`src/rtl/rn_pkg.sv`:
```
package rn_pkg;

  // Advance a circular pointer over a store of the given depth.
  function automatic int unsigned ptr_wrap(input int unsigned p, input int unsigned depth);
    return (p + 1 >= depth) ? 0 : p + 1;
  endfunction

  // Occupancy after one cycle of optional pop and push.
  function automatic int unsigned occ_next(input int unsigned occ, input bit pop, input bit push);
    int unsigned r;
    r = occ;
    if (push) r = r + 1;
    if (pop)  r = r - 1;
    return r;
  endfunction

endpackage

```
`src/rtl/rn_map_table.sv`:
```
module rn_map_table #(
  parameter int NUM_ARCH  = 16,
  parameter int TW        = 5,
  parameter int NUM_SRC   = 2,
  parameter int ZERO_ARCH = 0,
  localparam int AW = $clog2(NUM_ARCH)
) (
  input  logic                  clk,
  input  logic                  rst_n,
  input  logic                  wr_en_i,
  input  logic [AW-1:0]         wr_idx_i,
  input  logic [TW-1:0]         wr_tag_i,
  input  logic [AW-1:0]         rd_idx_i,
  output logic [TW-1:0]         rd_tag_o,
  input  logic [NUM_SRC*AW-1:0] src_idx_i,
  output logic [NUM_SRC*TW-1:0] src_tag_o
);

  logic [TW-1:0] map_q [NUM_ARCH];

  always_ff @(posedge clk) begin
    if (!rst_n) begin
      for (int i = 0; i < NUM_ARCH; i++) map_q[i] <= TW'(i);
    end else if (wr_en_i) begin
      map_q[wr_idx_i] <= wr_tag_i;
    end
  end

  assign rd_tag_o = map_q[rd_idx_i];

  for (genvar s = 0; s < NUM_SRC; s++) begin : g_src
    assign src_tag_o[s*TW +: TW] = map_q[src_idx_i[s*AW +: AW]];
  end

  AST_ZERO_PINNED: assert property (@(posedge clk) disable iff (!rst_n)
    map_q[ZERO_ARCH] == TW'(ZERO_ARCH));

  AST_WRITE_LANDS: assert property (@(posedge clk) disable iff (!rst_n)
    wr_en_i |=> map_q[$past(wr_idx_i)] == $past(wr_tag_i));

endmodule

```
`src/rtl/rn_freelist.sv`:
```
module rn_freelist #(
  parameter int NUM_ARCH = 16,
  parameter int NUM_PHYS = 32,
  parameter int TW       = 5,
  localparam int DEPTH   = NUM_PHYS - NUM_ARCH,
  localparam int PW      = (DEPTH > 1) ? $clog2(DEPTH) : 1,
  localparam int CW      = $clog2(DEPTH + 1)
) (
  input  logic          clk,
  input  logic          rst_n,
  input  logic          pop_i,
  input  logic          push_i,
  input  logic [TW-1:0] push_tag_i,
  output logic [TW-1:0] head_tag_o,
  output logic          empty_o
);

  logic [TW-1:0] slot_q [DEPTH];
  logic [PW-1:0] rd_q, wr_q;
  logic [CW-1:0] occ_q;
  logic          full;
  logic          pop_ok, push_ok;

  assign empty_o    = (occ_q == '0);
  assign full       = (occ_q == CW'(DEPTH));
  assign pop_ok     = pop_i & ~empty_o;
  assign push_ok    = push_i & (~full | pop_ok);
  assign head_tag_o = slot_q[rd_q];

  always_ff @(posedge clk) begin
    if (!rst_n) begin
      for (int i = 0; i < DEPTH; i++) slot_q[i] <= TW'(NUM_ARCH + i);
      rd_q  <= '0;
      wr_q  <= '0;
      occ_q <= CW'(DEPTH);
    end else begin
      if (push_ok) begin
        slot_q[wr_q] <= push_tag_i;
        wr_q <= PW'(rn_pkg::ptr_wrap(int'(wr_q), DEPTH));
      end
      if (pop_ok) rd_q <= PW'(rn_pkg::ptr_wrap(int'(rd_q), DEPTH));
      occ_q <= CW'(rn_pkg::occ_next(int'(occ_q), pop_ok, push_ok));
    end
  end

  AST_NO_UNDERFLOW: assert property (@(posedge clk) disable iff (!rst_n)
    pop_i |-> !empty_o);

  AST_NO_OVERFLOW: assert property (@(posedge clk) disable iff (!rst_n)
    push_i |-> (!full || pop_i));

  AST_OCC_BALANCED: assert property (@(posedge clk) disable iff (!rst_n)
    (pop_i && push_i && !empty_o) |=> occ_q == $past(occ_q));

endmodule

```
`src/rtl/rn_rename_core.sv`:
```
module rn_rename_core #(
  parameter int NUM_ARCH  = 16,
  parameter int NUM_PHYS  = 32,
  parameter int ZERO_ARCH = 0,
  parameter int NUM_SRC   = 2,
  localparam int AW = $clog2(NUM_ARCH),
  localparam int TW = $clog2(NUM_PHYS)
) (
  input  logic                  clk,
  input  logic                  rst_n,
  input  logic                  ren_valid_i,
  input  logic [AW-1:0]         ren_arch_i,
  output logic                  ren_stall_o,
  output logic [TW-1:0]         ren_new_tag_o,
  output logic [TW-1:0]         ren_prev_tag_o,
  input  logic [NUM_SRC*AW-1:0] src_arch_i,
  output logic [NUM_SRC*TW-1:0] src_tag_o,
  input  logic                  rel_valid_i,
  input  logic [TW-1:0]         rel_tag_i
);

  localparam logic [AW-1:0] ZERO_IDX = AW'(ZERO_ARCH);
  localparam logic [TW-1:0] ZERO_TAG = TW'(ZERO_ARCH);

  // Named internal events, used by the assertions below.
  logic          ren_is_zero;
  logic          need_alloc;
  logic          fl_empty;
  logic          do_pop;
  logic          do_push;
  logic [TW-1:0] fl_head;
  logic [TW-1:0] cur_tag;

  assign ren_is_zero = (ren_arch_i == ZERO_IDX);
  assign need_alloc  = ren_valid_i & ~ren_is_zero;
  assign ren_stall_o = need_alloc & fl_empty;
  assign do_pop      = need_alloc & ~fl_empty;
  assign do_push     = rel_valid_i & (rel_tag_i != ZERO_TAG);

  assign ren_prev_tag_o = cur_tag;
  assign ren_new_tag_o  = ren_is_zero ? cur_tag : fl_head;

  rn_map_table #(
    .NUM_ARCH (NUM_ARCH),
    .TW       (TW),
    .NUM_SRC  (NUM_SRC),
    .ZERO_ARCH(ZERO_ARCH)
  ) u_table (
    .clk      (clk),
    .rst_n    (rst_n),
    .wr_en_i  (do_pop),
    .wr_idx_i (ren_arch_i),
    .wr_tag_i (fl_head),
    .rd_idx_i (ren_arch_i),
    .rd_tag_o (cur_tag),
    .src_idx_i(src_arch_i),
    .src_tag_o(src_tag_o)
  );

  rn_freelist #(
    .NUM_ARCH(NUM_ARCH),
    .NUM_PHYS(NUM_PHYS),
    .TW      (TW)
  ) u_free (
    .clk       (clk),
    .rst_n     (rst_n),
    .pop_i     (do_pop),
    .push_i    (do_push),
    .push_tag_i(rel_tag_i),
    .head_tag_o(fl_head),
    .empty_o   (fl_empty)
  );

  AST_ZERO_SELF: assert property (@(posedge clk) disable iff (!rst_n)
    (ren_valid_i && ren_is_zero) |-> (ren_new_tag_o == ZERO_TAG && ren_prev_tag_o == ZERO_TAG));

  AST_ZERO_NO_STALL: assert property (@(posedge clk) disable iff (!rst_n)
    (ren_valid_i && ren_is_zero) |-> !ren_stall_o);

  AST_ALLOC_NONZERO: assert property (@(posedge clk) disable iff (!rst_n)
    do_pop |-> ren_new_tag_o != ZERO_TAG);

  AST_ALLOC_FRESH: assert property (@(posedge clk) disable iff (!rst_n)
    do_pop |-> ren_new_tag_o != ren_prev_tag_o);

endmodule

```
`config.mk`:
```
export PLATFORM = sky130hd
export DESIGN_NAME = rn_rename_core
export DESIGN_NICKNAME = d
export VERILOG_FILES = /design/src/rtl/rn_pkg.sv /design/src/rtl/rn_map_table.sv /design/src/rtl/rn_freelist.sv /design/src/rtl/rn_rename_core.sv
export SDC_FILE = /design/constraint.sdc
export NUM_CORES = 1
export LEC_CHECK = 0
export CELL_PAD_IN_SITES_DETAIL_PLACEMENT = 0
export CELL_PAD_IN_SITES_GLOBAL_PLACEMENT = 2
export CORE_MARGIN = 4
export CORE_UTILIZATION = 30
export DETAILED_ROUTE_END_ITERATION = 8
export PLACE_DENSITY = 0.67
export SETUP_SLACK_MARGIN = 0.15
export SYNTH_ARGS = -nofsm -noshare
export SYNTH_HDL_FRONTEND = slang
export SYNTH_SLANG_ARGS = --single-unit
```
`constraint.sdc`:
```
create_clock -name clk -period 4.6 [get_ports clk]
set_input_delay 1.38 -clock clk [delete_from_list [all_inputs] [get_ports clk]]
set_output_delay 1.38 -clock clk [all_outputs]
set_load 0.03 [all_outputs]
```
==> summary.txt <==
Run status
  – Outcome: complete, no violations

Power and ir drop
  – Total power: about 4.4 mW
  – Psw: approximately 1.3 mW
  – P_leak: 3.64 nW
  – Power Density: around 380 nW/µm²
  – Sw Ratio: 29.6%
  – Pint: ~3.1 mW
  – Sequential share of power: between 40% and 50%
  – Logic pwr share: between 20% and 30%
  – Peak supply drop: approximately 0.21 mV
  – Clock share of power: 35.5%

Synth
  – Primary FF master, synth: edfxtp_1
  – Ys Warns: 0
  – Dominant cell type by area after synthesis: edfxtp_1
  – Synth Cell Area: 9500 µm²
  – Post-Syn Instances: slightly below 700
  – Post-synth top area share: roughly 51%
  – EDFF count, synth: between 150 and 200
  – Mean Syn Cell Area: around 14 µm²
  – Sequential share of the synthesized area: 54.1%
  – Synth area leaders: edfxtp_1, mux4_2, nand2_1
  – Synth cell types: 49
  – Asr flop ratio synth: 0%
  – Flops & latches, synth: 177

Die
  – Num rows: 64
  – # IOs: 42
  – Die Y: 186 µm
  – Die Area: between 30000 and 40000 µm²
  – Chip width: 186 µm
  – Initial Util: 30.7%
  – Total core area: ~31000 µm²

Global routing
  – Gr usage total: between 10% and 20%
  – Vias in the first global route: between 6000 and 7000
  – Grt ovf: 0
  – First-pass GRT wire length: 41.0 mm
  – Initial antenna violation count: 0
  – Largest net degree at the start of global routing: 26

Finish
  – Number of nets in the layout: between 700 and 800
  – Share of layout cells above drive strength 1: a little under a third
  – Multi-input gate area: a little over 4000 µm²
  – # fillers: a little under 3000
  – Ant diodes: 0
  – Seq. cell area: a little over 5000 µm²
  – Area delta synth->final: 21.1%
  – Post-Layout Cell Count: roughly 1200

STA
  – Final period utilization: a little over nine tenths
  – Min Tclk post-route: ~4400 ps
  – Setup TNS: 0 ps
  – Worst rel slew slack: a little over a quarter
  – Setup violators final: 0
  – Final hold violation count: 0
  – Worst Skew: around 23 ps
  – F_max: between 200 and 250 MHz
  – Slew @ Worst Pin: ~1100 ps
  – RSZ-0062 raised after global routing: false
  – Slew Viols, Final: 0

Placement
  – Hpwl dp: about 20 mm
  – GP Congestion: 0.913
  – DP Cell Count: around 1100
  – I/O Buffers: 41

Clock tree
  – CTS Sinks: approximately 180
  – CTS max path bufs: 2
  – H-tree depth: 4
  – CTS Buf Count: 17
  – TritonCTS clock tree: built
  – Clock root buffer: clkbuf_16
  – Clk slew on worst S/H paths: about 70 ps
  – Postcts setup bufs: 0
  – Hold buffers post-CTS: 0
  – Insertion delay to the later sink of the worst-skew pair: roughly 440 ps

Drt
  – Pre-antenna DRT Iters: 5
  – DRT antenna net count: 0
  – Drt total wl: about 27 mm
  – Met3 WL post-DR: about 1.4 mm
  – Met1 Wirelength: between 10 and 15 mm
  – Top sig layer: met4
  – Residual DRC: 0
  – Met2 WL: roughly 14 mm
  – Via count: 6309
  – Average routed wire per standard cell: ~23 µm
  – Vias/cell: 5.35
  – Drt first-iter violations: around 580

Worst setup path
  – Crit Path Category: primary input to output port
  – Bufs and invs on worst path: 3
  – Startpoint types: primary input
  – Reg2reg setup slack: 1820 ps
  – Crit-path cells: buf_2 -> buf_16 -> mux4_2 -> mux4_2 -> buf_2
  – CP top delay family: multiplexers
  – CP max stage cell: mux4_2
  – Max incr delay on CP: 520 ps
  – Critical path fanouts, max: 10
  – Data required time of the critical path: roughly 3200 ps
  – Critical path data arrival time: around 3000 ps
  – Worst setup EP type: output port

Run
  – Maxcap violations: 0

Min path
  – Hold Crit Class: register to register
synthesized netlist by cell type (all sizes together) (6+ instances only):
master	instances
dfxtp	17
nor2	105
edfxtp	160
or2	6
o21ai	27
inv	9
nand2	119
buf	31
mux2i	12
ha	8
mux4	95
clkbuf	15
nand3	29
a21oi	8
state kept, by name, indices dropped and copies added, names as in the netlist, named ones only:
name and cells:
u_free.rd_q 4, u_free.occ_q 5, u_free.wr_q 4, u_free.slot_q 80, u_table.map_q 80
through the flow:
step                area [µm²]  utilization, %  setup slack (ps)  hold WS [ps]
finish                   11500            37.2               230           522
global route             11500            37.2               184           565
CTS                      11500            37.1               141           518
detailed placement       10700            34.7              -555           490
global placement         10700            34.7              -526           498
floorplan                 9520               -               302           462
routing by layer:
metal / vias to the layer above / track usage, %
li1: 2803 / -
met1: 3250 / 20.4
met2: 216 / 28.0
met3: 40 / 2.58
met4: 0 / 5.10
met5: - / 0
power by group through the flow:
| stage | sequential [mW] | clock [mW] | combinational (mW) |
|---|---|---|---|
| global route | 1.90 | 1.64 | 0.981 |
| detailed placement | 1.93 | 0 | 0.910 |
| floorplan | 1.89 | 0 | 0.595 |
| CTS | 1.90 | 1.58 | 0.918 |
| global placement | 1.93 | 0 | 0.889 |
| finish | 1.90 | 1.55 | 0.910 |
worst paths after layout:
kind	start	end	cells after the start
hold / removal	u_free.rd_q[3]$_SDFFE_PN0N_	register	1
setup / recovery	src_arch_i[0]	src_tag_o[2]	5
setup reg to reg	u_free.occ_q[0]$_SDFF_PN0_	u_free.slot_q[13][0]$_SDFFCE_PN1P_	7
hold reg to reg	u_free.rd_q[3]$_SDFFE_PN0N_	register	1
cell families after synthesis:
kind of cell / after synthesis / share of synthesized area (%)
DFF: 177 / 54.1
AOI/OAI and AO/OA: 43 / 3.33
adders and majority gates: 8 / 1.05
buffers and inverters: 55 / 2.79
other: 1 / 0.0395
muxes: 112 / 24.4
and+or+nand+nor: 292 / 13.5
xor gates and xnor gates: 6 / 0.751
cell usage in the layout (no fill, tap or decap), drive strengths merged, types with 4 or more instances in the layout:
cell	count
a21oi	8
and3	5
buf	77
clkbuf	19
clkdlybuf4s50	14
clkinv	6
conb	5
dfxtp	17
edfxtp	160
ha	8
inv	16
mux2	5
mux2i	12
mux4	95
nand2	119
nand3	29
nor2	105
nor3	5
nor4	4
o21ai	27
or2	6
xnor2	4
area by class of cell:
class | count | area share [%]
Sequential cell | 177 | 44.7
Tap cell | 396 | 4.31
Clock buffer | 17 | 3.70
Multi-Input combinational cell | 466 | 35.8
Inverter | 9 | 0.294
Clock inverter | 15 | 1.86
Timing Repair Buffer | 99 | 9.36
what timing repair did:
item	4_1_cts	5_1_grt
cloned	6	2
resized for setup	91	6
endpoints found under the setup margin	19	8
pin swaps	0	1
(Power assumes the default switching activity.)
